<file path="src/rtl/torus_rt_pkg.sv">
package torus_rt_pkg;

    localparam int          LFSR_W   = 16;
    localparam logic [15:0] LFSR_TAP = 16'b1011_0100_0000_0000; // bits 15,13,12,10
    localparam logic [1:0]  VC_TOP   = 2'd2;

    localparam int P_EAST  = 0;
    localparam int P_WEST  = 1;
    localparam int P_NORTH = 2;
    localparam int P_SOUTH = 3;
    localparam int P_LOCAL = 4;
    localparam int NPORT   = 5;

    typedef struct packed {
        logic                valid;
        logic [NPORT-1:0]    port;
        logic [1:0]          vc;
        logic                dim;
        logic [LFSR_W-1:0]   lfsr;
    } rt_state_t;

endpackage

</file>
<file path="src/rtl/torus_lfsr_step.sv">
module torus_lfsr_step
    import torus_rt_pkg::*;
(
    input  logic [LFSR_W-1:0] cur_state,
    output logic [LFSR_W-1:0] next_state
);
    logic feedback;

    always_comb begin
        feedback   = ^(cur_state & LFSR_TAP);
        next_state = {cur_state[LFSR_W-2:0], feedback};
    end
endmodule

</file>
<file path="src/rtl/torus_ring_draw.sv">
module torus_ring_draw #(
    parameter int K  = 8,
    parameter int W  = 3,
    parameter int RW = 8
) (
    input  logic [W-1:0]  cur,
    input  logic [W-1:0]  dst,
    input  logic          cong_fwd,
    input  logic          cong_bwd,
    input  logic [RW-1:0] rnd,
    output logic          zero,
    output logic          fwd,
    output logic          wrap
);
    localparam int DW = W + 1;
    localparam int SW = W + 2;
    localparam int PW = RW + SW;

    logic [DW-1:0] dist_f;
    logic [DW-1:0] w_f_raw, w_b_raw;
    logic [DW-1:0] w_f, w_b;
    logic [SW-1:0] w_sum;
    logic [PW-1:0] scaled;
    logic [PW-1:0] limit;

    always_comb begin
        if (dst >= cur) dist_f = DW'(dst) - DW'(cur);
        else            dist_f = DW'(dst) + DW'(K) - DW'(cur);

        w_f_raw = DW'(K) - dist_f;
        w_b_raw = dist_f;

        if (cong_fwd) w_f = ((w_f_raw >> 1) == '0) ? DW'(1) : (w_f_raw >> 1);
        else          w_f = w_f_raw;
        if (cong_bwd) w_b = ((w_b_raw >> 1) == '0) ? DW'(1) : (w_b_raw >> 1);
        else          w_b = w_b_raw;

        w_sum  = SW'(w_f) + SW'(w_b);
        scaled = PW'(rnd) * PW'(w_sum);
        limit  = PW'(w_f) << RW;

        zero = (dist_f == '0);
        fwd  = (scaled < limit);
        wrap = fwd ? (cur == W'(K - 1)) : (cur == '0);
    end
endmodule

</file>
<file path="src/rtl/torus_route_sel.sv">
module torus_route_sel
    import torus_rt_pkg::*;
#(
    parameter int          KX   = 8,
    parameter int          KY   = 8,
    parameter int          RW   = 8,
    parameter logic [15:0] SEED = 16'hACE1,
    localparam int         XW   = (KX > 1) ? $clog2(KX) : 1,
    localparam int         YW   = (KY > 1) ? $clog2(KY) : 1
) (
    input  logic          clk,
    input  logic          rst_n,
    input  logic          in_valid,
    output logic          in_ready,
    input  logic [XW-1:0] cur_x,
    input  logic [YW-1:0] cur_y,
    input  logic [XW-1:0] dst_x,
    input  logic [YW-1:0] dst_y,
    input  logic          in_inject,
    input  logic          in_dim,
    input  logic [1:0]    in_vc,
    input  logic [3:0]    cong,
    output logic          out_valid,
    input  logic          out_ack,
    output logic [4:0]    out_port,
    output logic [1:0]    out_vc,
    output logic          out_dim
);
    rt_state_t st_d, st_q;

    logic [LFSR_W-1:0] lfsr_nxt;
    logic              zx, fx, wx;
    logic              zy, fy, wy;
    logic              accept;
    logic              use_y;
    logic              crossed;
    logic [1:0]        vc_base;

    torus_lfsr_step u_lfsr (
        .cur_state  (st_q.lfsr),
        .next_state (lfsr_nxt)
    );

    torus_ring_draw #(.K(KX), .W(XW), .RW(RW)) u_draw_x (
        .cur      (cur_x),
        .dst      (dst_x),
        .cong_fwd (cong[P_EAST]),
        .cong_bwd (cong[P_WEST]),
        .rnd      (st_q.lfsr[RW-1:0]),
        .zero     (zx),
        .fwd      (fx),
        .wrap     (wx)
    );

    torus_ring_draw #(.K(KY), .W(YW), .RW(RW)) u_draw_y (
        .cur      (cur_y),
        .dst      (dst_y),
        .cong_fwd (cong[P_NORTH]),
        .cong_bwd (cong[P_SOUTH]),
        .rnd      (st_q.lfsr[RW-1:0]),
        .zero     (zy),
        .fwd      (fy),
        .wrap     (wy)
    );

    assign in_ready = !st_q.valid || out_ack;
    assign accept   = in_valid && in_ready;

    always_comb begin
        st_d    = st_q;
        use_y   = 1'b0;
        crossed = 1'b0;
        vc_base = 2'd0;

        if (st_q.valid && out_ack) st_d.valid = 1'b0;

        if (accept) begin
            st_d.valid = 1'b1;
            st_d.lfsr  = lfsr_nxt;
            if (zx && zy) begin
                st_d.port = NPORT'(1) << P_LOCAL;
                st_d.vc   = 2'd0;
                st_d.dim  = 1'b0;
            end else begin
                if (zx)      use_y = 1'b1;
                else if (zy) use_y = 1'b0;
                else         use_y = st_q.lfsr[LFSR_W-1];

                if (use_y) begin
                    st_d.port = NPORT'(1) << (fy ? P_NORTH : P_SOUTH);
                    crossed   = wy;
                end else begin
                    st_d.port = NPORT'(1) << (fx ? P_EAST : P_WEST);
                    crossed   = wx;
                end

                if (!in_inject && (in_dim == use_y))
                    vc_base = (in_vc > VC_TOP) ? VC_TOP : in_vc;

                if (crossed && vc_base < VC_TOP) st_d.vc = vc_base + 2'd1;
                else                             st_d.vc = vc_base;
                st_d.dim = use_y;
            end
        end
    end

    always_ff @(posedge clk) begin
        if (!rst_n) begin
            st_q.valid <= 1'b0;
            st_q.port  <= '0;
            st_q.vc    <= '0;
            st_q.dim   <= 1'b0;
            st_q.lfsr  <= SEED;
        end else begin
            st_q <= st_d;
        end
    end

    assign out_valid = st_q.valid;
    assign out_port  = st_q.port;
    assign out_vc    = st_q.vc;
    assign out_dim   = st_q.dim;

    assert_port_onehot_R8: assert property (@(posedge clk) disable iff (!rst_n)
        out_valid |-> ($countones(out_port) == 1));

    assert_hold_until_ack_R9: assert property (@(posedge clk) disable iff (!rst_n)
        (out_valid && !out_ack) |=> (out_valid && $stable(out_port) && $stable(out_vc) && $stable(out_dim)));

    assert_arrived_local_R2: assert property (@(posedge clk) disable iff (!rst_n)
        (in_valid && in_ready && cur_x == dst_x && cur_y == dst_y) |=> (out_port == 5'b10000));

    assert_single_dim_R5: assert property (@(posedge clk) disable iff (!rst_n)
        (in_valid && in_ready && cur_x == dst_x && cur_y != dst_y) |=> (out_dim && out_port[P_LOCAL] == 1'b0));

    assert_vc_cap_R7: assert property (@(posedge clk) disable iff (!rst_n)
        out_valid |-> (out_vc <= VC_TOP));

    assert_lfsr_alive_R6: assert property (@(posedge clk) disable iff (!rst_n)
        st_q.lfsr != '0);

    assert_ack_clears_R9: assert property (@(posedge clk) disable iff (!rst_n)
        (out_valid && out_ack && !in_valid) |=> !out_valid);
endmodule

</file>
<file path="config.mk">
export PLATFORM = sky130hd
export DESIGN_NAME = torus_route_sel
export DESIGN_NICKNAME = d
export VERILOG_FILES = /design/src/rtl/torus_rt_pkg.sv /design/src/rtl/torus_lfsr_step.sv /design/src/rtl/torus_ring_draw.sv /design/src/rtl/torus_route_sel.sv
export SDC_FILE = /design/constraint.sdc
export NUM_CORES = 1
export LEC_CHECK = 0
export CAP_MARGIN = 20
export CORE_ASPECT_RATIO = 1.25
export CORE_UTILIZATION = 35
export DETAILED_ROUTE_END_ITERATION = 8
export DONT_BUFFER_PORTS = 1
export GPL_TIMING_DRIVEN = 0
export MAX_ROUTING_LAYER = met4
export PLACE_DENSITY = 0.6
export SETUP_SLACK_MARGIN = 0.05
export SLEW_MARGIN = 0
export SYNTH_ARGS = -nofsm -noshare
export SYNTH_HDL_FRONTEND = slang
export SYNTH_SLANG_ARGS = --single-unit
</file>
<file path="constraint.sdc">
create_clock -name clk -period 8.7 [get_ports clk]
set_clock_uncertainty 0.05 [all_clocks]
set_input_delay 0.435 -clock clk [delete_from_list [all_inputs] [get_ports clk]]
set_output_delay 0.435 -clock clk [all_outputs]
set_load 0.05 [all_outputs]
</file>
==> out/qor.yml, run 1 <==
status: "complete, no violations"
synthAdderAreaFrac_pct: 36.0
layout.cells.non_filler: 708
gp_congestion: 0.777
syn-cell-area_um2: 4310
fmax_ghz: 0.119
hpwlAfterDp_um: 7500
final_common_cell: "nand2_1"
ctsHoldBuffers: 0
final_util_pct: 41.6
critPathMaxStageDelay_ns: 0.49
synth.yosys.seq_area_share_pct: 11.6
yosys.area_share.xor_xnor_pct: 4.07
drc: 0
num_antenna_cells: 0
grt_pass1_vias: 3656
synth-edff-count: 0
grt_antenna_before_repair: 0
num_io_pins: 34
avgRoutedWirePerCell_um: 13.1
pre_cts_ws_ns: -0.748
synth_compound_area_share_pct: 13.9
crit_family: "adder cells"
cp_num_buf_inv: 4
slew_viol_final: 0
r2r-end: "out_vc[0]"
yosys_warnings: 0
tritoncts: "built"
synth_cell_types: 64
cp_slowest_cell: "fa_1"
rsz0062_at_grt: "yes"
cp-end-kind: "flop"
clk_pin_slew_ns: 0.06
finalWorstSetupSlack_ns: 0.309
ctsRootBufferMaster: "clkbuf_16"
most-common-layout-cells: "nand2_1, inv_1, ha_1"
worst_hold_slack_ns: 0.262
wirelength_um: 9270
worstSetupPathType: "input pin to flop"
arrival_ns: 8.51
hold_violations: 0
synth_seq_cells: 25
grt_max_degree: 14
regToRegStartpoint: "st_q[3]"
initialDrtViolationCount: 85
nets: 672
synth_top_flop_cell: "dfxtp_1"
setup.worst_path.start: "dst_x[0]"
drive_above_1_share_pct: 14.6
cp.required_ns: 8.81
drv_cap: 0
dr.pass1.iters: 4
antenna_left: 0
area_growth_pct: 13.9
avgSynthCellArea_um2: 8.11
max_slew.worst_pin.slew_ns: 0.620
cts.sinks: 25
numCtsBuffers: 3
setup_viol: 0
viasPerCell: 5.03
clk_latency_ns: 0.26
die-area_um2: 12800
crit_end: "out_vc[0]"
crit_cells: 36
slew_headroom_pct: 58.7
async_flop_share_pct: 0
clockBufferDepth: 2
die_w_um: 101
reg2regPathDepth: 23
fin_crit_sh_pct: 96.4
core_area_um2: 11800
period_needed_ns: 8.39
yosys.area_share.simple_pct: 22.7
hp-class: "input pin to flop"
syn-num-nets: 655
synth_top_family_by_area: "adder cells"
cp-start-kind: "input pin"
cp_max_fo: 2
dieHeight_um: 126
vias: 3559
port-buffer-count: 0
grtUsageTotal_pct: 15.7
yosys-mux-area-fraction_pct: 2.24
overflow: 0
std_cell_rows: 44
htreeDepth: 1
synth_cells: 531
dp.cells: 692
start_util_pct: 36.5
reg2reg_slack_ns: 2.66
grt_pass1_wl_um: 16100
[repair_timing]
action	4_1_cts	5_1_grt
gates resized for setup	12	31
endpoints found under the setup margin	2	3
pin swaps	18	31
buffers inserted	9	3
endpoints found under the hold margin	0	0
[worst min path at each step]
stage | start | to | slack [ns] | depth (start not counted)
after global placement | st_q[11] | st_q[12] | 0.40 | 2
final | in_valid | out_valid | 0.26 | 2
after detailed placement | st_q[11] | st_q[11] | 0.41 | 2
after floorplan | st_q[9] | st_q[10] | 0.39 | 2
after CTS | in_valid | out_valid | 0.26 | 2
after global routing | in_valid | out_valid | 0.28 | 2
[logic make-up after synthesis]
| family | Yosys count |
|---|---|
| flops | 25 |
| xor+xnor | 20 |
| fa+ha+maj | 100 |
| compound gates | 87 |
| buf+inv | 97 |
| mux | 8 |
| simple gates | 194 |
[sequential cells by signal, summed over array words and instances, names as in the netlist]
signal	count
st_q	16
out_valid	1
out_vc	2
out_port	5
out_dim	1
[routing by layer]
| metal | wire length [um] | vias up | track usage, % |
|---|---|---|---|
| met5 | 0 | - | - |
| met4 | 53 | 0 | 1.88 |
| met3 | 214 | 5 | 1.11 |
| met2 | 5050 | 55 | 29.6 |
| met1 | 3960 | 1721 | 18.5 |
| li1 | - | 1778 | - |
[per-stage QoR]
stage               TNS (ns)  area, um^2
floorplan                  0        4320
global placement      -0.922        4520
detailed placement     -1.45        4520
CTS                        0        4730
global route               0        4900
finish                     0        4900
[final cells by class]
cell class | count | area (um^2)
plain buffers | 22 | 125
clock buffers | 4 | 78.8
fillers | 1229 | 6880
inverters | 75 | 289
multi-input cells | 409 | 3600
flip-flops and latches | 25 | 500
well taps | 161 | 201
repair buffers | 12 | 103
[synth_stat cells, types with 3 or more instances]
cell type  count  area, um^2
a21o_1        12        90.1
a21oi_1       23         115
a211oi_1       3        22.5
nand2_1       73         274
nand2b_1       4        25.0
mux2_2         3        33.8
o21a_1         3        22.5
nor2b_1        5        31.3
mux2i_1        4        40.0
nand3_1       14        70.1
xnor2_1       14         123
a31oi_1        4        25.0
xor2_1         6        52.6
buf_4          7        52.6
a21boi_0       6        45.0
nor2_1        25        93.8
nor3_1         7        35.0
clkbuf_1      10        37.5
o21ai_0       13        65.1
inv_1         74         278
ha_1          60         751
dfxtp_1       25         500
and2_1        45         282
fa_1          40         801
Power of run 1 is not shown: default switching activity piles up to over one toggle a cycle in this logic, so the estimate is an artifact.
==> inputs of run 2 (changes only) <==
==> constraint.sdc (replaced) <==
create_clock -name clk -period 8.7 [get_ports clk]
set_clock_uncertainty 0.05 [all_clocks]
set_input_delay 0.87 -clock clk [delete_from_list [all_inputs] [get_ports clk]]
set_output_delay 0.87 -clock clk [all_outputs]
set_load 0.05 [all_outputs]
==> run 2 against run 1 <==
  * The run now ends with negative setup slack left
  * First-iteration DRC count fell by 4.7%
  * Register-to-register slack got worse by 0.05 ns
  * Sequential cell count did not move
  * Critical path type unchanged
  * Largest cell class unchanged
  * Highest routed layer unchanged
==> out/qor.yml, run 2 (synthesized netlist as in run 1, its figures left out) <==
status: "finished, violations left"
violations: "negative setup slack"
holdPathEnd: "st_q[9]"
top_register: "st_q"
fmax_ghz: 0.114  # -4.5%
hold_start: "st_q[9]"
reg2regPathDepth: 23  # unchanged
die_w_um: 101  # unchanged
cp_slowest_cell: "fa_1"
tritoncts: "built"
grt_pass1_wl_um: 16200  # +0.60%
hp-class: "flop to flop"
clk_pin_slew_ns: 0.06  # about the same
area_growth_pct: 14.4
grt_antenna_before_repair: 0  # unchanged
reg2reg_slack_ns: 2.61  # -0.05 ns
vias: 3540  # -0.53%
cts.sinks: 25  # unchanged
cp-start-kind: "input pin"
cp-end-kind: "flop"
grt_max_degree: 15  # +1
antenna_left: 0  # unchanged
fin_crit_sh_pct: 101  # +4.5 points
max_slew.worst_pin.slew_ns: 0.622  # +0.00218 ns
arrival_ns: 8.91  # +0.40 ns
nets: 672  # unchanged
grtUsageTotal_pct: 15.8  # +0.049 points
pre_cts_ws_ns: -0.815  # -0.0668 ns
clockBufferDepth: 2  # unchanged
avgRoutedWirePerCell_um: 13.3  # +1.2%
drive_above_1_share_pct: 14.6  # unchanged
num_io_pins: 34  # unchanged
drv_cap: 0  # unchanged
r2r-end: "out_vc[0]"
most-common-layout-cells: "nand2_1, inv_1, ha_1"
regToRegStartpoint: "st_q[3]"
finalWorstSetupSlack_ns: -0.0832  # -0.392 ns
clk_latency_ns: 0.26  # about the same
min_delay_path_depth: 2  # unchanged
grt_pass1_vias: 3626  # -0.82%
nFillCells: 1226  # -0.24%
critPathMaxStageDelay_ns: 0.52  # +0.03 ns
start_util_pct: 36.5  # unchanged
core_area_um2: 11800  # unchanged
dr.pass1.iters: 4  # unchanged
worstSetupPathType: "input pin to flop"
cp_max_fo: 3  # +1
cp.required_ns: 8.82  # about the same
port-buffer-count: 0  # unchanged
period_needed_ns: 8.78  # +0.392 ns
rsz0062_at_grt: "yes"
wirelength_um: 9380  # +1.2%
initialDrtViolationCount: 81  # -4.7%
hpwlAfterDp_um: 7490  # -0.19%
dieHeight_um: 126  # unchanged
num_antenna_cells: 0  # unchanged
ctsRootBufferMaster: "clkbuf_16"
htreeDepth: 1  # unchanged
largest_reg_flops: 16  # unchanged
viasPerCell: 5.00  # -0.53%
slew_headroom_pct: 58.6  # -0.15 points
setup_viol: 2  # +2
ctsHoldBuffers: 0  # unchanged
overflow: 0  # unchanged
die-area_um2: 12800  # unchanged
slew_viol_final: 0  # unchanged
numCtsBuffers: 3  # unchanged
gp_congestion: 0.796  # +2.5%
final_common_cell: "nand2_1"
std_cell_rows: 44  # unchanged
drc: 0  # unchanged
hold_violations: 0  # unchanged
-- run 2: worst max path at each step --
stage	startpoint	to	depth (start not counted)
2_1_floorplan	dst_x[0]	out_vc[0]	36
3_3_place_gp	dst_x[0]	out_vc[0]	35
3_5_place_dp	dst_x[0]	out_vc[0]	36
4_1_cts	dst_x[0]	out_vc[0]	36
5_1_grt	dst_y[0]	out_vc[0]	36
6_report	dst_x[0]	out_vc[0]	36
-- run 2: metrics by stage --
| stage | cells | TNS, ns | utilization (%) | hold slack [ns] | area, um^2 |
|---|---|---|---|---|---|
| 5_1_grt | 708 | -0.749 | 41.8 | 0.443 | 4930 |
| 3_5_place_dp | 692 | -1.86 | 38.8 | 0.407 | 4570 |
| 6_report | 708 | -0.163 | 41.8 | 0.422 | 4930 |
| 4_1_cts | 703 | -0.228 | 40.3 | 0.422 | 4750 |
| 3_3_place_gp | 692 | -1.29 | 38.8 | 0.401 | 4570 |
| 2_1_floorplan | 531 | -0.0569 | - | 0.390 | 4360 |
-- run 2: final cells by class --
class | count | area (um^2) | share of cell area [%]
Inverter | 75 | 294 | 5.97
Clock inverter | 1 | 5.00 | 0.102
Sequential cell | 25 | 500 | 10.2
Clock buffer | 3 | 75.1 | 1.52
Multi-Input combinational cell | 409 | 3630 | 73.7
Buffer | 22 | 125 | 2.54
Tap cell | 161 | 201 | 4.09
Timing Repair Buffer | 12 | 93.8 | 1.90
-- run 2: repair_timing --
action                     4_1_cts  5_1_grt
gates cloned                     0        0
gates resized for setup          9       27
setup endpoints to repair        3        6
pin swaps                       12       22
buffers inserted                 7        5
-- run 2: per-layer routing --
metal | track usage [%] | up-vias | wire (um)
li1 | - | 1777 | -
met1 | 19.0 | 1713 | 4110
met2 | 29.5 | 43 | 5060
met3 | 0.777 | 7 | 164
met4 | 1.71 | 0 | 50
met5 | - | - | 0
-- run 2: worst max-delay path: cells and delay by family --
family / cells / cell delay, ns
adder cells (fa/ha/maj): 10 / 3.58
AO/OA/AOI/OAI: 13 / 2.92
AND/OR/NAND/NOR: 6 / 0.75
multiplexers: 1 / 0.36
XOR/XNOR: 2 / 0.24
buffers and inverters: 4 / 0.17
Power of run 2 is left out for the same reason.
==> inputs of run 3 (changes only) <==
--- a/config.mk
+++ b/config.mk
@@ -5,16 +5,18 @@
 export SDC_FILE = /design/constraint.sdc
 export NUM_CORES = 1
 export LEC_CHECK = 0
+export ABC_AREA = 1
+export BUFFER_PORTS_ARGS = -buffer_cell sky130_fd_sc_hd__buf_2
 export CAP_MARGIN = 20
 export CORE_ASPECT_RATIO = 1.25
 export CORE_UTILIZATION = 35
 export DETAILED_ROUTE_END_ITERATION = 8
-export DONT_BUFFER_PORTS = 1
 export GPL_TIMING_DRIVEN = 0
 export MAX_ROUTING_LAYER = met4
-export PLACE_DENSITY = 0.6
+export PLACE_DENSITY = 0.62
 export SETUP_SLACK_MARGIN = 0.05
 export SLEW_MARGIN = 0
 export SYNTH_ARGS = -nofsm -noshare
 export SYNTH_HDL_FRONTEND = slang
+export SYNTH_HIERARCHICAL = 1
 export SYNTH_SLANG_ARGS = --single-unit
==> run 3 against run 2 <==
  * The run now ends clean
  * Global-route usage is 1.5 points lower
  * First-iteration DRC count is 75% higher
  * Register-to-register slack better by 0.85 ns
  * Clock-buffer cell count grew 1
  * Worst hold slack got worse by 0.0064 ns
  * Synthesized area grew 6.8%
  * Die area grew 6.7%
==> out/qor.yml, run 3 <==
hpwlAfterDp_um: 7850  # +4.9%
top_register: "st_q"
status: "complete, no violations"
regArea_um2: 500  # unchanged
clk_pin_slew_ns: 0.06  # about the same
hold_violations: 0  # unchanged
ctsHoldBuffers: 0  # unchanged
final.setup.tns_ns: 0  # +0.163 ns
synth_common_cells: "inv_1, nand2_1, nor2_1"
async_flop_share_pct: 0  # unchanged
viasPerCell: 4.38  # -12%
synth_cells: 684  # +29%
avgSynthCellArea_um2: 6.72  # -17%
yosysTopAreaCellShare_pct: 17.4  # -1.2 points
grt_pass1_vias: 3621  # -0.14%
drive_above_1_share_pct: 15.4  # +0.79 points
numCtsBuffers: 3  # unchanged
dr.pass1.iters: 4  # unchanged
synth.area.top_cells: "fa_1, ha_1, inv_1"
synth.yosys.seq_area_share_pct: 10.9  # -0.74 points
p_per_area_nw_per_um2: 397
rsz0062_at_grt: "no"
die_w_um: 105  # +3.3%
std_cell_rows: 46  # +4.5%
ir_drop_mv: 0.320
ctsRootBufferMaster: "clkbuf_16"
max_slew.worst_pin.slew_ns: 0.508  # -0.114 ns
cp_slowest_cell: "fa_1"
dieHeight_um: 130  # +3.3%
fmax_ghz: 0.125  # +9.6%
pre_cts_ws_ns: 0.330  # +1.15 ns
cp-start-kind: "input pin"
p_leak_nw: 3.05
synth_cell_types: 35  # -45%
cts.sinks: 25  # unchanged
layout.cells.non_filler: 888  # +25%
post-cts-setup-buffers: 0  # -7
synth_top_flop_cell: "dfxtp_1"
grt_pass1_wl_um: 15700  # -3.4%
worst_hold_slack_ns: 0.416  # -0.00640 ns
postCtsResizedCells: 0  # -9
setup_viol: 0  # -2
slew_viol_final: 0  # unchanged
clk_latency_ns: 0.25  # about the same
cp.required_ns: 8.84  # +0.02 ns
drv_cap: 0  # unchanged
fin_crit_sh_pct: 92.1  # -8.8 points
clockBufferDepth: 2  # unchanged
grt_max_degree: 14  # -1
nFillCells: 1390  # +13%
grtUsageTotal_pct: 14.2  # -1.5 points
die-area_um2: 13600  # +6.7%
grt_antenna_before_repair: 0  # unchanged
port-buffer-count: 32  # +32
overflow: 0  # unchanged
period_needed_ns: 8.02  # -0.768 ns
syn-num-nets: 808  # +23%
arrival_ns: 8.15  # -0.76 ns
cp_max_fo: 5  # +2
synth.most_common_cell: "inv_1"
syn-cell-area_um2: 4600  # +6.8%
start_util_pct: 36.0  # -0.57 points
core_area_um2: 12800  # +8.5%
cp_num_buf_inv: 8  # +4
multi_input_area_um2: 3320  # -8.6%
area_growth_pct: 10.8
finalPower_mw: 2.02
finalWorstSetupSlack_ns: 0.685  # +0.768 ns
vias: 3886  # +9.8%
yosys_warnings: 6  # +6
synth_area_leader_cell: "fa_1"
num_io_pins: 34  # unchanged
cp-end-kind: "flop"
critPathMaxStageDelay_ns: 0.54  # +0.02 ns
tritoncts: "built"
synth_seq_cells: 25  # unchanged
wirelength_um: 9140  # -2.6%
htreeDepth: 1  # unchanged
drc: 0  # unchanged
hp-class: "flop to flop"
gp_congestion: 0.801  # +0.68%
nets: 845  # +26%
antenna_left: 0  # unchanged
largest_reg_flops: 16  # unchanged
worstSetupPathType: "input pin to flop"
slew_headroom_pct: 66.0  # +7.4 points
crit_family: "adder cells"
dp.cells: 884  # +28%
final_common_cell: "inv_1"
num_antenna_cells: 0  # unchanged
most-common-layout-cells: "inv_1, nand2_1, nor2_1"
synth-edff-count: 0  # unchanged
avgRoutedWirePerCell_um: 10.3  # -22%
initialDrtViolationCount: 142  # +75%
==> run 3: per-stage QoR <==
step                util [%]  area (um^2)
floorplan                  -         4600
finish                  39.9         5090
detailed placement      38.9         4970
global route            39.9         5090
global placement        38.9         4970
CTS                     39.5         5050
==> run 3: routing by layer <==
layer	part of all wire, %	global-route usage [%]	vias up	wire length [um]
met3	1.7	0.949	2	153
met4	0.32	1.76	0	29
met5	0	-	-	0
li1	-	-	2121	-
met2	53	27.2	23	4860
met1	45	16.7	1740	4090
==> run 3: cell type report <==
cell class / instances / share of cell area (%)
plain buffers: 29 / 4.27
flip-flops and latches: 25 / 9.82
repair buffers: 32 / 3.14
clock buffers: 4 / 1.55
inverters: 161 / 11.9
multi-input cells: 469 / 65.2
well taps: 168 / 4.13
==> run 3: power breakdown <==
part / internal [mW] / switching (mW)
registers: 0.129 / 0.0177
logic: 0.718 / 1.06
clock network: 0.0625 / 0.0379
==> run 3: logic make-up (layout without fill, tap and decap cells) <==
logic type | count (synthesis) | count (layout) | synth area share (%)
adder cells (fa/ha/maj) | 100 | 100 | 33.8
XOR/XNOR | 11 | 11 | 2.10
AO/OA/AOI/OAI | 65 | 65 | 7.95
flip-flops | 25 | 25 | 10.9
AND/OR/NAND/NOR | 293 | 293 | 27.4
buffers and inverters | 190 | 226 | 18.0
==> run 3: worst paths after layout <==
kind,from,end,depth (start not counted),slack (ns)
min reg2reg,out_port[0],out_port[0],2,0.42
max,cur_x[0],out_vc[0],44,0.68
min,out_port[0],out_port[0],2,0.42
max reg2reg,st_q[3],out_vc[0],30,3.46
==> run 3: tightest hold or removal path, stage by stage, from the launching register on <==
cell and delay, ns:
dfxtp_1 0.31, nand2_1 0.06, a21oi_1 0.05
No activity file was read; power rests on OpenSTA's default activity.
